<file path="config.mk">
export PLATFORM = sky130hd
export DESIGN_NAME = ivt_array
export DESIGN_NICKNAME = d
export VERILOG_FILES = /design/src/rtl/ivt_pkg.sv /design/src/rtl/ivt_rst_sync.sv /design/src/rtl/ivt_timer.sv /design/src/rtl/ivt_array.sv
export SDC_FILE = /design/constraint.sdc
export NUM_CORES = 1
export LEC_CHECK = 0
export BUFFER_PORTS_ARGS = -buffer_cell sky130_fd_sc_hd__buf_2
export CORE_ASPECT_RATIO = 2
export CORE_MARGIN = 1.5
export CORE_UTILIZATION = 40
export DETAILED_ROUTE_END_ITERATION = 6
export GPL_ROUTABILITY_DRIVEN = 0
export MAX_ROUTING_LAYER = met4
export SLEW_MARGIN = 20
export SYNTH_ARGS = -nofsm -noshare
export SYNTH_HDL_FRONTEND = slang
export SYNTH_SLANG_ARGS = --single-unit
</file>
<file path="constraint.sdc">
create_clock -name clk -period 11.2 [get_ports clk]
set_input_delay 2.24 -clock clk [delete_from_list [all_inputs] [get_ports clk]]
set_output_delay 2.24 -clock clk [all_outputs]
set_load 0.02 [all_outputs]
</file>
<file path="src/rtl/ivt_pkg.sv">
package ivt_pkg;
  localparam int DW      = 32;
  localparam int VAL_LSB = 10;
  localparam int CW      = 21;
  localparam int VAL_MSB = VAL_LSB + CW - 1;
  localparam int FLAG_B  = 31;

  typedef enum logic [1:0] {
    OFF_LIM = 2'd0,
    OFF_CNT = 2'd1,
    OFF_NCL = 2'd2,
    OFF_CTL = 2'd3
  } off_e;

  localparam logic [CW-1:0] PCPU_LIM_RST = 21'h002710;
  localparam logic [CW-1:0] MSTR_LIM_RST = 21'h000000;
endpackage

</file>
<file path="src/rtl/ivt_rst_sync.sv">
module ivt_rst_sync #(
  parameter int STAGES = 2
) (
  input  logic clk,
  input  logic rst_n,
  output logic rst_sync_n
);
  logic [STAGES-1:0] sync_q;

  always_ff @(posedge clk or negedge rst_n) begin
    if (!rst_n) sync_q <= '0;
    else        sync_q <= {sync_q[STAGES-2:0], 1'b1};
  end

  assign rst_sync_n = sync_q[STAGES-1];
endmodule

</file>
<file path="src/rtl/ivt_timer.sv">
module ivt_timer
  import ivt_pkg::*;
#(
  parameter logic [CW-1:0] LIM_RST = PCPU_LIM_RST
) (
  input  logic          clk,
  input  logic          rst_n,
  input  logic          tick_i,
  input  logic          wr_i,
  input  logic          rd_i,
  input  logic [1:0]    off_i,
  input  logic [DW-1:0] wdata_i,
  output logic [DW-1:0] rval_o,
  output logic          flag_o
);
  logic [CW-1:0] cnt_q, cnt_nxt;
  logic [CW-1:0] lim_q, lim_nxt;
  logic [DW-1:0] ctl_q, ctl_nxt;
  logic          flag_q, flag_nxt;
  logic          wr_lim, wr_ncl, wr_ctl, rd_lim, at_lim, hit;

  assign wr_lim = wr_i && (off_i == OFF_LIM);
  assign wr_ncl = wr_i && (off_i == OFF_NCL);
  assign wr_ctl = wr_i && (off_i == OFF_CTL);
  assign rd_lim = rd_i && (off_i == OFF_LIM);
  assign at_lim = (lim_q != '0) && (cnt_q == lim_q);
  assign hit    = tick_i && !wr_lim && at_lim;

  always_comb begin
    cnt_nxt = cnt_q;
    if (wr_lim)      cnt_nxt = CW'(1);
    else if (tick_i) cnt_nxt = at_lim ? CW'(1) : cnt_q + CW'(1);
  end

  always_comb begin
    lim_nxt = lim_q;
    if (wr_lim || wr_ncl) lim_nxt = wdata_i[VAL_MSB:VAL_LSB];
  end

  always_comb begin
    ctl_nxt = ctl_q;
    if (wr_ctl) ctl_nxt = wdata_i;
  end

  always_comb begin
    flag_nxt = flag_q;
    if (hit)         flag_nxt = 1'b1;
    else if (rd_lim) flag_nxt = 1'b0;
  end

  always_ff @(posedge clk or negedge rst_n) begin
    if (!rst_n) begin
      cnt_q  <= CW'(1);
      lim_q  <= LIM_RST;
      ctl_q  <= '0;
      flag_q <= 1'b0;
    end else begin
      cnt_q  <= cnt_nxt;
      lim_q  <= lim_nxt;
      ctl_q  <= ctl_nxt;
      flag_q <= flag_nxt;
    end
  end

  always_comb begin
    unique case (off_i)
      OFF_CNT: rval_o = {flag_q, cnt_q, {VAL_LSB{1'b0}}};
      OFF_CTL: rval_o = ctl_q;
      default: rval_o = {flag_q, lim_q, {VAL_LSB{1'b0}}};
    endcase
  end

  assign flag_o = flag_q;


  step_one_chk: assert property (@(posedge clk) disable iff (!rst_n)
    (tick_i && !wr_i && !at_lim) |=> (cnt_q == CW'($past(cnt_q) + CW'(1))));

  wrap_to_one_chk: assert property (@(posedge clk) disable iff (!rst_n)
    (tick_i && !wr_i && at_lim) |=> (cnt_q == CW'(1) && flag_q));

  flag_clear_chk: assert property (@(posedge clk) disable iff (!rst_n)
    (rd_i && off_i == OFF_LIM && !(tick_i && at_lim)) |=> !flag_q);

  noclear_keep_chk: assert property (@(posedge clk) disable iff (!rst_n)
    (wr_i && off_i == OFF_NCL && !tick_i) |=> $stable(cnt_q));

  zero_limit_chk: assert property (@(posedge clk) disable iff (!rst_n)
    (lim_q == '0 && !flag_q && !wr_i) |=> !flag_q);
endmodule

</file>
<file path="src/rtl/ivt_array.sv">
module ivt_array
  import ivt_pkg::*;
#(
  parameter int NCPU = 4,
  localparam int NT  = NCPU + 1,
  localparam int IW  = $clog2(NT),
  localparam int AW  = IW + 2
) (
  input  logic            clk,
  input  logic            rst_n,
  input  logic            tick_i,
  input  logic            bus_sel_i,
  input  logic            bus_wr_i,
  input  logic [AW-1:0]   bus_addr_i,
  input  logic [DW-1:0]   bus_wdata_i,
  output logic [DW-1:0]   bus_rdata_o,
  output logic [NCPU-1:0] irq14_o,
  output logic [NCPU-1:0] irq10_o
);
  logic          rst_sync_n;
  logic [IW-1:0] idx;
  logic [1:0]    off;
  logic [DW-1:0] tval [NT];
  logic [NT-1:0] tflag;
  logic [DW-1:0] rdata_q, rdata_nxt;
  logic          rd_any;

  ivt_rst_sync #(.STAGES(2)) u_rst_sync (
    .clk        (clk),
    .rst_n      (rst_n),
    .rst_sync_n (rst_sync_n)
  );

  assign idx    = bus_addr_i[AW-1:2];
  assign off    = bus_addr_i[1:0];
  assign rd_any = bus_sel_i && !bus_wr_i;

  for (genvar g = 0; g < NT; g++) begin : g_tmr
    logic sel_g;
    assign sel_g = bus_sel_i && (idx == IW'(g));
    ivt_timer #(
      .LIM_RST ((g == NCPU) ? MSTR_LIM_RST : PCPU_LIM_RST)
    ) u_tmr (
      .clk     (clk),
      .rst_n   (rst_sync_n),
      .tick_i  (tick_i),
      .wr_i    (sel_g && bus_wr_i),
      .rd_i    (sel_g && !bus_wr_i),
      .off_i   (off),
      .wdata_i (bus_wdata_i),
      .rval_o  (tval[g]),
      .flag_o  (tflag[g])
    );
  end

  always_comb begin
    rdata_nxt = rdata_q;
    if (rd_any) begin
      rdata_nxt = '0;
      for (int t = 0; t < NT; t++)
        if (idx == IW'(t)) rdata_nxt = tval[t];
    end
  end

  always_ff @(posedge clk or negedge rst_sync_n) begin
    if (!rst_sync_n) rdata_q <= '0;
    else             rdata_q <= rdata_nxt;
  end

  assign bus_rdata_o = rdata_q;
  assign irq14_o     = tflag[NCPU-1:0];
  assign irq10_o     = {NCPU{tflag[NCPU]}};


  unmapped_zero_chk: assert property (@(posedge clk) disable iff (!rst_sync_n)
    (rd_any && idx > IW'(NCPU)) |=> (bus_rdata_o == '0));
endmodule

</file>
Word-level counts from Yosys, hierarchy flattened
Index checks and enable logic that the tools add are counted.
{ "word_totals": {"reg_bits": 409, "in_bits": 42, "output_inout_bits": 40, "word_cells": 153} }
{ "op_classes": {"n_addsub": 5, "eq_ne": 12, "muxes": 35, "n_reduce_logical": 79} }
{ "ops": {"columns": ["op", "count"], "rows": [
  ["32-bit case mux with 2 select lines", 5],
  ["21-bit 2-to-1 mux", 15],
  ["32-bit 2-to-1 mux", 5],
  ["21-bit by 1-bit adder with 21-bit output, second input constant", 5],
  ["21-bit == test", 5],
  ["21-bit nonzero test", 5],
  ["1-bit logical AND", 51],
  ["2-bit nonzero test", 10],
  ["1-bit 2-to-1 mux", 10],
  ["3-bit by 2-bit == test with 1-bit output, second input constant", 2],
  ["1-bit logical NOT", 6],
  ["1-bit logical OR", 5],
  ["2-bit == test, second input constant", 2],
  ["3-bit by 1-bit == test with 1-bit output, second input constant", 1],
  ["3-bit == test, second input constant", 1],
  ["3-bit logical NOT", 1],
  ["2-bit by 1-bit == test with 1-bit output, second input constant", 1],
  ["2-bit logical NOT", 1]
]} }

Longest topological paths before layout
{ "logic_depth": {"ltp_word": 8, "depth_mapped": 10, "ltp_nobuf": 7} }

Cells and area by module
Synthesis repeated with hierarchy kept, for this count alone.
{ "unflattened": {"hier_cells": 2388, "hier_area_um2": 22979.5} }
{ "by_module_without_submodules": {"columns": ["module", "instances", "cells_per_inst", "area_per_inst_um2", "seq_area_each_um2"], "rows": [
  ["ivt_timer (g_tmr[0].u_tmr ...)", 3, 415, 4110.2, 1884.3],
  ["ivt_timer (g_tmr[3].u_tmr)", 1, 413, 3953.8, 1884.3],
  ["ivt_timer (g_tmr[4].u_tmr)", 1, 413, 3947.5, 1878.1],
  ["ivt_array", 1, 314, 2693.8, 800.8],
  ["ivt_rst_sync", 1, 3, 53.8, 50.0]
]} }

Worst setup path before layout
Ideal clock, no wire load.
{ "synth_timing": {"path_kind": "input-to-reg", "start": "input bus_addr_i[0]", "end": "register g_tmr[0].u_tmr.ctl_q[0]", "setup_time_ns": 0.125, "arrival_time_ns": 3.737, "setup_slack_ns": 7.338, "cell_stages": 5, "n_path_buf": 2, "cell_sequence": "buf_2 > nand4_1 > nor4_1 > buf_2 > mux2_2"} }
{ "synth_between": {"elab_chain_cells": 2} }
{ "synth_rtl": {"columns": ["item", "line", "text"], "rows": [
  ["from (decl)", "ivt_array.sv:14", "input logic [AW-1:0] bus_addr_i,"],
  ["2-bit == test", "ivt_timer.sv:24", "assign wr_ctl = wr_i && (off_i == OFF_CTL);"],
  ["1-bit logical AND", "ivt_timer.sv:24", null],
  ["to (signal assigned)", "ivt_timer.sv:60", "ctl_q <= ctl_nxt;"],
  ["to (decl)", "ivt_timer.sv:18", "logic [DW-1:0] ctl_q, ctl_nxt;"]
]} }
Every way passes these cells.
A chain may end at the register's enable or synchronous reset.

Worst setup path after layout
{ "layout_timing": {"start": "input bus_addr_i[2]", "end": "register g_tmr[1].u_tmr.cnt_q[14]"} }
{ "layout_between": {"elab_chain_cells": 5} }
{ "layout_rtl": {"columns": ["item", "line", "text"], "rows": [
  ["3-bit by 1-bit == test with 1-bit output (*)", "ivt_array.sv:40", "assign sel_g = bus_sel_i && (idx == IW'(g));"],
  ["1-bit logical AND (*)", "ivt_array.sv:40", null],
  ["1-bit logical AND (*)", "ivt_array.sv:47", ".wr_i (sel_g && bus_wr_i),"],
  ["1-bit logical AND (*)", "ivt_timer.sv:22", "assign wr_lim = wr_i && (off_i == OFF_LIM);"],
  ["21-bit 2-to-1 mux / 2-bit nonzero test (equally long branches)", null, null],
  ["to (signal assigned)", "ivt_timer.sv:58", "cnt_q <= cnt_nxt;"],
  ["to (decl)", "ivt_timer.sv:16", "logic [CW-1:0] cnt_q, cnt_nxt;"]
]} }
Every way passes the cells marked *; elsewhere a longest branch is shown, timed or not.

==> qor_table.md <==
| Parameter | Reported | Unit |
|:---|:---|:---|
| Areal power density over the cells | 170 | nW/um2 |
| Number of standard cells in the layout, taps in and fillers out | 2806 | - |
| Ys Warns | 0 | - |
| Clock Root Buffer | clkbuf_16 | - |
| Switching share of total power | 31.5 | % |
| Depth of the worst register-to-register path | 3 | - |
| TritonCTS clock tree | built | - |
| Number of enable-type register cells in the synthesized netlist | 0 | - |
| Register-to-register setup slack | 7.94 | ns |
| H-tree depth | 2 | - |
| Vias per cell | 5.97 | - |
| Maximum frequency from static timing analysis | 211 | MHz |
| Standard-cell row count | 121 | - |
| Initial DRT Pass Iterations | 5 | - |
| Number of failing hold endpoints at the final stage | 0 | - |
| Finished layout cell area | 24000 | um2 |
| Dominant synthesized flop cell | dfrtp_1 | - |
| Routed wire length | 69000 | um |
| Vias in the first global route | 17000 | - |
| Ant. Diodes | 0 | - |
| DRC | 0 | - |
| Setup repair after global routing missed its margin | false | - |
| Shortest clock period the worst path allows after layout | 4.73 | ns |
| Count of antenna-violating nets left after detailed routing | 0 | - |
| Number of nets produced by synthesis | 2181 | - |
| Wire per inst | 24.6 | um |
| Part of the power in registers | 48.3 | % |
| Floorplan Core Area | 54500 | um2 |
| Share of synthesized flip-flops with an asynchronous set or reset | 100 | % |
| Mean Syn Cell Area | 10.4 | um2 |
| Total gr overflow | 0 | - |
| Worst-case clock buffer depth | 3 | - |
| Sequential-to-total area share from yosys stat | 46.4 | % |
| Internal power | 2.79 | mW |
| Slew @ Worst Pin | 1.16 | ns |
| Maximum net fanout on the critical path | 71 | - |
| Initial core utilization | 40.6 | % |
| Count of fill cells added during filler insertion | 5139 | - |
| Ratio of cells with drive above 1 in the final layout | 23.7 | % |
| Reg-to-reg critical path endpoint | g_tmr[4].u_tmr.cnt_q[13]$_DFFE_PN0P_ | - |
| Initial DRC count | 1216 | - |
| Critical Path End Type | register | - |
| Class of the most critical hold timing path | register to asynchronous set/reset pin | - |
| Rel. slew slack | 22.2 | % |
| Netlist area before placement | 22100 | um2 |
| CTS buffer count | 38 | - |
| Leak Pwr | 10.6 | nW |
| Sw power | 1.28 | mW |
| Setup violators final | 0 | - |
| Largest vdd supply drop | 127 | uV |
| Startpoint kind of the worst setup timing path | input port | - |
| Die Width | 169 | um |
| Max cap viols | 0 | - |
| Number of top-level pins | 82 | - |
| Area added between synthesis and finish | 8.73 | % |
| Post-cts gate resize count | 0 | - |
| Count of distinct cell types in the synthesized netlist | 64 | - |
| Max Transition Viols Final | 0 | - |
| Post-CTS Hold Buffers | 0 | - |
| Vertical extent of the die | 336 | um |
| Critical R2R Launch | u_rst_sync.sync_q[1]$_DFF_PN0_ | - |
| Worst clock skew | 0.0190 | ns |
| Post-CTS clock slew at the launch and capture registers of the worst setup and hold paths | 0.06 | ns |
| Arrival time at the worst endpoint | 5.17 | ns |
| Path type of the worst setup path | input port to register | - |
| Clock sink count | 409 | - |
| Via Count | 16800 | - |
| Placed standard-cell area | 22800 | um2 |
| Instance count after placement with tap cells included | 2736 | - |
| Overall track demand over capacity in global routing | 25.3 | % |
| Port Buffer Count | 81 | - |
| Maximum number of pins on one net before global-route repair | 180 | - |
| Post-DP HPWL | 48600 | um |
| Mapped Cells | 2134 | - |
| Gate power share | 18.5 | % |
| First-pass GRT wire length | 105000 | um |
| Final Cycle Share | 42.2 | % |
| Status | finished clean | - |
| Final TNS setup | 0 | ns |
| Net total in the final layout | 2148 | - |
| Post-CTS Repair Setup Buffers | 0 | - |
| Die outline area | 56800 | um2 |
| Required time at the worst-slack endpoint | 11.64 | ns |
| Clock network fraction of total power | 33.1 | % |
| Antenna violations before repair | 0 | - |
| Synth Register Bits | 409 | - |
| Later-pin clock latency in the skew report | 0.57 | ns |
[worst max-delay path by stage]
stage / startpoint / to / cells past startpoint
6_report: bus_addr_i[2] / g_tmr[1].u_tmr.cnt_q[14]$_DFFE_PN0P_ / 8
5_1_grt: bus_addr_i[2] / g_tmr[1].u_tmr.cnt_q[14]$_DFFE_PN0P_ / 8
4_1_cts: bus_addr_i[2] / g_tmr[4].u_tmr.cnt_q[10]$_DFFE_PN0P_ / 9
3_5_place_dp: bus_addr_i[2] / g_tmr[4].u_tmr.cnt_q[10]$_DFFE_PN0P_ / 9
3_3_place_gp: bus_addr_i[2] / g_tmr[4].u_tmr.cnt_q[10]$_DFFE_PN0P_ / 9
2_1_floorplan: u_rst_sync.sync_q[1]$_DFF_PN0_ / bus_rdata_o[0]$_DFFE_PN0P_ / 0
[per-stage QoR]
step	hold WS (ns)	power (mW)	setup WS (ns)	utilization, %
after CTS	0.273	4.10	6.31	44.1
after floorplan	0.331	2.47	4.55	-
after global routing	0.296	4.25	6.31	44.1
after detailed placement	0.267	2.75	5.73	41.7
after global placement	0.269	2.72	5.82	41.7
final	0.257	4.08	6.47	44.1
[registers in the layout, summed over array words and instances, names as in the netlist]
| signal | cells |
|---|---|
| u_rst_sync.sync_q | 2 |
| g_tmr.u_tmr.ctl_q | 160 |
| g_tmr.u_tmr.lim_q | 105 |
| bus_rdata_o | 32 |
| g_tmr.u_tmr.cnt_q | 105 |
| g_tmr.u_tmr.flag_o | 5 |
[layer usage]
layer | vias up | GRT usage, % | wire length (um)
met4 | 0 | 16.2 | 4970
met2 | 556 | 43.8 | 35200
met3 | 180 | 3.10 | 3280
met5 | - | - | 0
li1 | 7595 | - | -
met1 | 8430 | 27.3 | 25500
[kinds of logic (layout without fill, tap and decap cells)]
group                    after synthesis  count (layout)  share of synthesized area, %
AND/OR/NAND/NOR                      601             601                          13.2
AO/OA/AOI/OAI                        410             410                          11.8
flip-flops                           409             409                          46.4
multiplexers                         388             388                          19.5
buffers and inverters                212             208                          4.46
XOR/XNOR                             108             108                          4.28
adder cells (fa/ha/maj)                5               5                         0.283
other                                  1               1                        0.0170
[synthesized netlist by cell type, types with 4 or more instances]
cell | count | share of area (%)
dfrtp_1 | 384 | 43
mux2_2 | 268 | 14
nand2_1 | 239 | 4.1
o21ai_0 | 144 | 3.3
mux2i_1 | 111 | 5.0
nor2_1 | 91 | 1.5
a21oi_1 | 82 | 1.9
nand3_1 | 82 | 1.9
xnor2_1 | 82 | 3.2
clkbuf_1 | 69 | 1.2
o211ai_1 | 56 | 1.9
buf_2 | 54 | 1.2
nand4_1 | 34 | 0.96
buf_4 | 31 | 1.1
inv_1 | 31 | 0.53
buf_1 | 26 | 0.44
xor2_1 | 26 | 1.0
dfstp_2 | 25 | 3.0
nor4_1 | 25 | 0.71
a22o_1 | 23 | 0.91
nor3_1 | 23 | 0.52
a211oi_1 | 22 | 0.75
and3_1 | 21 | 0.59
o22ai_1 | 21 | 0.59
or3_1 | 16 | 0.45
nand2b_1 | 13 | 0.37
a21o_1 | 12 | 0.41
a221o_1 | 12 | 0.54
and4_1 | 12 | 0.48
nand3b_1 | 11 | 0.37
mux4_2 | 8 | 0.81
o221ai_1 | 8 | 0.32
nor2b_1 | 6 | 0.17
ha_1 | 5 | 0.28
or2_2 | 5 | 0.14
or4_1 | 5 | 0.17
a2111oi_2 | 4 | 0.27
and2_1 | 4 | 0.11
o21a_1 | 4 | 0.14
o311ai_0 | 4 | 0.16
[layout by cell type (no fill, tap or decap), drive strengths merged, types with 6 or more instances in the layout]
| cell type | count |
|---|---|
| nor3 | 26 |
| and4 | 12 |
| o211ai | 56 |
| o21ai | 146 |
| o221ai | 8 |
| mux2i | 111 |
| or3 | 17 |
| a21oi | 86 |
| clkbuf | 56 |
| nand2b | 13 |
| dfstp | 25 |
| nand3b | 11 |
| or2 | 6 |
| and3 | 21 |
| xnor2 | 82 |
| buf | 108 |
| a211oi | 22 |
| dfrtp | 384 |
| a22o | 23 |
| nand3 | 84 |
| nor2b | 6 |
| nand4 | 34 |
| o22ai | 21 |
| xor2 | 26 |
| nor2 | 92 |
| or4 | 6 |
| nand2 | 239 |
| clkinv | 10 |
| nor4 | 28 |
| mux2 | 269 |
| a21o | 12 |
| a221o | 12 |
| inv | 32 |
| mux4 | 8 |
[worst max-delay path: stages]
cell,delay (ns)
buf_4,0.63
buf_4,0.56
nand3b_1,0.14
buf_4,0.27
o21ai_0,0.47
a21oi_4,0.25
and3_1,0.28
a221o_1,0.25
[final cells by class]
| class | count | area, um2 | share of cell area (%) |
|---|---|---|---|
| well taps | 676 | 846 | 3.52 |
| clock buffers | 56 | 1130 | 4.70 |
| inverters | 31 | 116 | 0.484 |
| multi-input cells | 1513 | 10900 | 45.3 |
| clock inverters | 13 | 126 | 0.526 |
| repair buffers | 108 | 656 | 2.73 |
| flip-flops and latches | 409 | 10300 | 42.7 |
[power groups by stage]
stage          Combinational, mW  Sequential [mW]  Clock [mW]
2_1_floorplan              0.579             1.89           0
3_3_place_gp               0.737             1.99           0
3_5_place_dp               0.753             1.99           0
4_1_cts                    0.755             1.97        1.38
5_1_grt                    0.827             2.00        1.43
6_report                   0.756             1.97        1.35
Power figures use the tool's default switching activity.
